`config.mk`:
```
export PLATFORM = sky130hd
export DESIGN_NAME = pin_irq_detect
export DESIGN_NICKNAME = d
export VERILOG_FILES = /design/src/rtl/pin_irq_pkg.sv /design/src/rtl/pin_sync.sv /design/src/rtl/pin_trigger_cell.sv /design/src/rtl/irq_flag_bank.sv /design/src/rtl/pin_irq_detect.sv
export SDC_FILE = /design/constraint.sdc
export NUM_CORES = 1
export LEC_CHECK = 0
export ABC_AREA = 1
export BUFFER_PORTS_ARGS = -buffer_cell sky130_fd_sc_hd__buf_2
export CAP_MARGIN = 20
export CORE_MARGIN = 2
export CORE_UTILIZATION = 35
export CTS_CLUSTER_SIZE = 28
export DETAILED_ROUTE_END_ITERATION = 12
export PLACE_DENSITY = 0.62
export RECOVER_POWER = 50
export SLEW_MARGIN = 25
export SYNTH_ARGS = -nofsm -noshare
export SYNTH_HDL_FRONTEND = slang
export SYNTH_SLANG_ARGS = --single-unit
```
`constraint.sdc`:
```
create_clock -name clk_i -period 1.4 [get_ports clk_i]
set_input_delay 0.14 -clock clk_i [delete_from_list [all_inputs] [get_ports clk_i]]
set_output_delay 0.14 -clock clk_i [all_outputs]
set_load 0.02 [all_outputs]
```
`src/rtl/pin_irq_pkg.sv`:
```
package pin_irq_pkg;

  localparam int MODE_W = 4;

  typedef enum logic [MODE_W-1:0] {
    TRIG_OFF  = 4'h0,
    TRIG_LOW  = 4'h8,
    TRIG_RISE = 4'h9,
    TRIG_FALL = 4'hA,
    TRIG_ANY  = 4'hB,
    TRIG_HIGH = 4'hC
  } trig_code_e;

  typedef struct packed {
    logic on_low;
    logic on_high;
    logic on_rise;
    logic on_fall;
  } trig_sel_t;

  // Unknown codes fall through to all-zero, i.e. disabled.
  function automatic trig_sel_t decode_trig(logic [MODE_W-1:0] code);
    trig_sel_t sel;
    sel = '0;
    case (code)
      TRIG_LOW:  sel.on_low  = 1'b1;
      TRIG_HIGH: sel.on_high = 1'b1;
      TRIG_RISE: sel.on_rise = 1'b1;
      TRIG_FALL: sel.on_fall = 1'b1;
      TRIG_ANY: begin
        sel.on_rise = 1'b1;
        sel.on_fall = 1'b1;
      end
      default: sel = '0;
    endcase
    return sel;
  endfunction

endpackage

```
`src/rtl/pin_sync.sv`:
```
module pin_sync #(
  parameter int WIDTH  = 32,
  parameter int STAGES = 2
) (
  input  logic             clk_i,
  input  logic             rst_ni,
  input  logic [WIDTH-1:0] async_i,
  output logic [WIDTH-1:0] sync_o
);

  logic [WIDTH-1:0] stage_q [STAGES];

  for (genvar g = 0; g < STAGES; g++) begin : g_stage
    if (g == 0) begin : g_first
      always_ff @(posedge clk_i or negedge rst_ni) begin
        if (!rst_ni) stage_q[g] <= '0;
        else         stage_q[g] <= async_i;
      end
    end else begin : g_next
      always_ff @(posedge clk_i or negedge rst_ni) begin
        if (!rst_ni) stage_q[g] <= '0;
        else         stage_q[g] <= stage_q[g-1];
      end
    end
  end

  assign sync_o = stage_q[STAGES-1];

endmodule

```
`src/rtl/pin_trigger_cell.sv`:
```
module pin_trigger_cell
  import pin_irq_pkg::*;
(
  input  logic              clk_i,
  input  logic              rst_ni,
  input  logic              mode_we_i,
  input  logic [MODE_W-1:0] mode_wdata_i,
  input  logic              pin_i,
  output logic [MODE_W-1:0] mode_o,
  output logic              evt_o
);

  logic [MODE_W-1:0] mode_q;
  logic              prev_q;
  trig_sel_t         sel;

  always_ff @(posedge clk_i or negedge rst_ni) begin
    if (!rst_ni) begin
      mode_q <= TRIG_OFF;
      prev_q <= 1'b0;
    end else begin
      if (mode_we_i) mode_q <= mode_wdata_i;
      prev_q <= pin_i;
    end
  end

  always_comb begin
    sel   = decode_trig(mode_q);
    evt_o = (sel.on_low  & ~pin_i)
          | (sel.on_high &  pin_i)
          | (sel.on_rise &  pin_i & ~prev_q)
          | (sel.on_fall & ~pin_i &  prev_q);
  end

  assign mode_o = mode_q;

endmodule

```
`src/rtl/irq_flag_bank.sv`:
```
module irq_flag_bank #(
  parameter int NPINS = 32
) (
  input  logic             clk_i,
  input  logic             rst_ni,
  input  logic [NPINS-1:0] set_i,
  input  logic [NPINS-1:0] clr_i,
  output logic [NPINS-1:0] flags_o,
  output logic             irq_o
);

  logic [NPINS-1:0] flags_q;

  // Set has priority over a simultaneous clear.
  always_ff @(posedge clk_i or negedge rst_ni) begin
    if (!rst_ni) flags_q <= '0;
    else         flags_q <= (flags_q & ~clr_i) | set_i;
  end

  assign flags_o = flags_q;
  assign irq_o   = |flags_q;

endmodule

```
`src/rtl/pin_irq_detect.sv`:
```
module pin_irq_detect
  import pin_irq_pkg::*;
#(
  parameter int NPINS       = 32,
  parameter int ADDR_W      = 8,
  parameter int DATA_W      = 32,
  parameter int SYNC_STAGES = 2,
  parameter int MODE_LSB    = 16,
  parameter logic [ADDR_W-1:0] STATUS_ADDR = 8'hA0
) (
  input  logic              clk_i,
  input  logic              rst_ni,
  input  logic [ADDR_W-1:0] bus_addr_i,
  input  logic              bus_wr_i,
  input  logic [DATA_W-1:0] bus_wdata_i,
  output logic [DATA_W-1:0] bus_rdata_o,
  input  logic [NPINS-1:0]  pins_i,
  output logic              irq_o
);

  localparam int IDX_W = (NPINS > 1) ? $clog2(NPINS) : 1;
  localparam logic [ADDR_W-1:0] CTL_LIMIT = ADDR_W'(NPINS);

  logic [NPINS-1:0]  pin_sync_v;
  logic [NPINS-1:0]  pin_evt;
  logic [NPINS-1:0]  flag_q;
  logic [NPINS-1:0]  clr_v;
  logic [MODE_W-1:0] mode_arr [NPINS];
  logic              ctl_hit;
  logic              stat_hit;
  logic [IDX_W-1:0]  pin_idx;
  logic [MODE_W-1:0] wr_mode;

  // Address decode
  assign ctl_hit  = (bus_addr_i[1:0] == 2'b00) && ((bus_addr_i >> 2) < CTL_LIMIT);
  assign stat_hit = (bus_addr_i == STATUS_ADDR);
  assign pin_idx  = bus_addr_i[2 +: IDX_W];
  assign wr_mode  = bus_wdata_i[MODE_LSB +: MODE_W];
  assign clr_v    = (bus_wr_i && stat_hit) ? bus_wdata_i[NPINS-1:0] : '0;

  pin_sync #(
    .WIDTH  (NPINS),
    .STAGES (SYNC_STAGES)
  ) u_sync (
    .clk_i   (clk_i),
    .rst_ni  (rst_ni),
    .async_i (pins_i),
    .sync_o  (pin_sync_v)
  );

  for (genvar p = 0; p < NPINS; p++) begin : g_pin
    logic we;
    assign we = bus_wr_i && ctl_hit && (pin_idx == IDX_W'(p));

    pin_trigger_cell u_cell (
      .clk_i        (clk_i),
      .rst_ni       (rst_ni),
      .mode_we_i    (we),
      .mode_wdata_i (wr_mode),
      .pin_i        (pin_sync_v[p]),
      .mode_o       (mode_arr[p]),
      .evt_o        (pin_evt[p])
    );
  end

  irq_flag_bank #(
    .NPINS (NPINS)
  ) u_flags (
    .clk_i   (clk_i),
    .rst_ni  (rst_ni),
    .set_i   (pin_evt),
    .clr_i   (clr_v),
    .flags_o (flag_q),
    .irq_o   (irq_o)
  );

  // Read mux
  always_comb begin
    bus_rdata_o = '0;
    if (ctl_hit) begin
      bus_rdata_o[MODE_LSB +: MODE_W] = mode_arr[pin_idx];
    end else if (stat_hit) begin
      bus_rdata_o[NPINS-1:0] = flag_q;
    end
  end

  logic unused_bus;
  assign unused_bus = ^bus_wdata_i;

endmodule

```
==> flow_metrics.env <==
export IMPL_synth_edf_count=0
export IMPL_placed_cells=2087
export IMPL_yosysTopAreaCell="dfrtp_1"
export IMPL_drtIter0Drc=638
export IMPL_drive_gt1_share_pct=27.6
export IMPL_grt_start_max_net_pins=52
export IMPL_fin_ws_ps=-688
export IMPL_area_delta_synth_final_pct=43.1
export IMPL_synth_top_area_share_pct=55.9
export IMPL_cts_tree="yes"
export IMPL_path_max_fanout=2
export IMPL_path_clk_slew_ps=60
export IMPL_clk_path_buf_depth=3
export IMPL_vias=10764
export IMPL_crit_arrival_ps=1950
export IMPL_path_class="flop to output port"
export IMPL_syn_nets=1465
export IMPL_cellPowerDensity_nw_per_um2=1090
export IMPL_fin_crit_ps=2090
export IMPL_port_buffers=107
export IMPL_peakVddDrop_uv=1050
export IMPL_critical_path_top_delay_family="simple AND/OR/NAND/NOR gates"
export IMPL_synthCells=1390
export IMPL_crit_buf_inv=3
export IMPL_synth_cell_type_count=28
export IMPL_grt_pass1_vias=10708
export IMPL_track_usage_pct=21.4
export IMPL_worst_slew_pin_slew_ps=1050
export IMPL_htreeDepth=1
export IMPL_nNetsFinal=1841
export IMPL_crit_path_cell_trace="inv_2 > nand4_1 > nor4_2 > buf_4 > nand4_1 > buf_6"
export IMPL_fin_util_pct=50.7
export IMPL_ys_seq_area_share_pct=55.9
export IMPL_violations="negative setup slack"
export IMPL_synth_most_common_cell="nand2_1"
export IMPL_drc=0
export IMPL_run_status="complete, but fails checks"
export IMPL_max_slew_margin_rel_pct=30.0
export IMPL_crit_slowest_cell="dfrtp_1"
export IMPL_ys_flop_type="dfrtp_1"
export IMPL_die_height_um=185
export IMPL_dieArea_um2=34200
export IMPL_grt_overflow_total=0
export IMPL_syn_area_per_cell_um2=8.25
export IMPL_crit_path_end_kind="output port"
export IMPL_antennaDiodeCount=0
export IMPL_gp_congestion=0.953
export IMPL_required_ps=1260
export IMPL_grt_pass1_wl_mm=56.4
export IMPL_drtPass1Iterations=5
export IMPL_async_flop_share_pct=100
export IMPL_ys_seq_elements=256
export IMPL_wl_met3_mm=2.01
export IMPL_min_period_over_period_pct=149
export IMPL_maxCapViolCount=0
export IMPL_netlist_area_um2=11500
export IMPL_clock_root_buffer="clkbuf_16"
export IMPL_crit_path_start_kind="flop"
export IMPL_final_cells=2229
export IMPL_numCtsBuffers=28
export IMPL_drt_wl_total_mm=36.2
export IMPL_fill_cells=3031
export IMPL_slew_viol_final=0
export IMPL_synthTopCellsByArea="dfrtp_1, nand2_1, o21ai_0, nor2_1, inv_1"
export IMPL_vias_per_cell=4.83
export IMPL_finalClockSkew_ps=15.2
export IMPL_synth_commonest_cells="nand2_1, dfrtp_1, o21ai_0, nor2_1, inv_1"
export IMPL_wl_per_cell_um=16.2
export IMPL_hp_class="primary input to flop"
export IMPL_setup_viol_count_final=33
export IMPL_yosysWarnings=0
export IMPL_hold_viol_final=0
export IMPL_p_leak_uw=0.00814
export IMPL_cp_slowest_stage_delay_ps=390
export IMPL_drt_met1_wl_mm=15.8
export IMPL_met2WireLength_mm=17.3
export IMPL_drtAntennaViolNets=0
export IMPL_rsz0062_at_grt="true"
export IMPL_insertion_delay_ps=540
export IMPL_cpMostUsedCell="nand4_1"
export IMPL_initial_core_util_pct=35.4
export IMPL_core_region_area_um2=32400
export IMPL_clkSinkCount=256
export IMPL_io_pins=108
export IMPL_fmax_mhz=479
export IMPL_die_w_um=185
export IMPL_dr_max_layer_used="met4"
export IMPL_hpwl_mm=24.8
export IMPL_antenna_found_initial=0
export IMPL_row_count=66
-- registers in the layout, indices dropped and copies added (netlist names) --
name                 flops
g_pin.u_cell.mode_o    128
g_pin.u_cell.prev_q     32
u_sync.stage_q          32
u_sync.sync_o           32
u_flags.flags_o         32
-- worst paths after layout --
check,depth (start not counted),slack (ps),start,end
max,6,-690,u_flags.flags_o[8],irq_o
min,4,80,bus_wdata_i[18],g_pin[26].u_cell.mode_o[2]
max reg2reg,6,60,g_pin[2].u_cell.mode_o[0],u_flags.flags_o[2]
min reg2reg,0,340,u_sync.stage_q[52],u_sync.sync_o[20]
max in group asynchronous,3,50,rst_ni,u_sync.sync_o[24]
min in group asynchronous,2,310,rst_ni,u_flags.flags_o[10]
-- power breakdown --
part           leakage [uW]  internal (uW)  switching, uW  total (uW)
Sequential          0.00296           7820            278        8100
Combinational       0.00471           1010           1250        2260
Clock              0.000462           4570           3000        7570
-- stage by stage --
stage	setup TNS (ps)	instance area [um2]	setup slack (ps)	total power, uW	hold WS (ps)
CTS	-8120	16200	-677	18000	63.3
floorplan	-1030	11500	-51.6	9070	-156
global route	-13520	16400	-874	18700	96.8
global placement	-31330	14000	-329	10100	40.2
detailed placement	-31500	14000	-305	10200	45.3
finish	-7090	16400	-688	17900	84.7
-- final cells by class --
cell class,count,area (um2),area share [%]
flip-flops and latches,256,6410,39.0
multi-input cells,987,4840,29.5
repair buffers,386,3240,19.7
clock buffers,46,870,5.30
well taps,442,553,3.37
inverters,107,422,2.57
clock inverters,5,77.6,0.473
-- repair_timing --
| action | 4_1_cts | 5_1_grt |
|---|---|---|
| hold buffers | 62 | 0 |
| pin swaps | 26 | 35 |
| endpoints found under the hold margin | 317 | 0 |
| gates cloned | 1 | 0 |
| gates resized for setup | 150 | 32 |
| setup buffers | 15 | 14 |
| endpoints found under the setup margin | 33 | 35 |
-- cells by family after synthesis --
family                 synth area share [%]
AOI/OAI and AO/OA                      12.0
and+or+nand+nor                        26.9
buffers and inverters                  5.24
DFF                                    55.9
-- worst register-to-register path, cell delays in order (launching register included) --
cell     delay (ps)
dfrtp_1         380
buf_4           150
nor2_4          110
a21oi_2          40
o32ai_2         320
nand2_2         160
nand2_1          90
-- metal layers --
layer	up-vias	GRT usage (%)
met5	-	0
met4	0	7.81
met3	75	3.48
met2	336	35.6
met1	5122	28.1
li1	5231	-
-- cell usage in the layout (no fill, tap or decap), drive strengths merged --
cell,count
o32ai,13
bufinv,3
or2,1
dlygate4sd3,62
a32o,18
nor4,5
clkinv,4
clkinvlp,1
nor3,6
inv,104
nand3,48
o21ai,161
a21oi,55
nand2,532
dfrtp,256
buf,316
clkbuf,54
nor2,141
nand4,7
(Power assumes the default switching activity.)
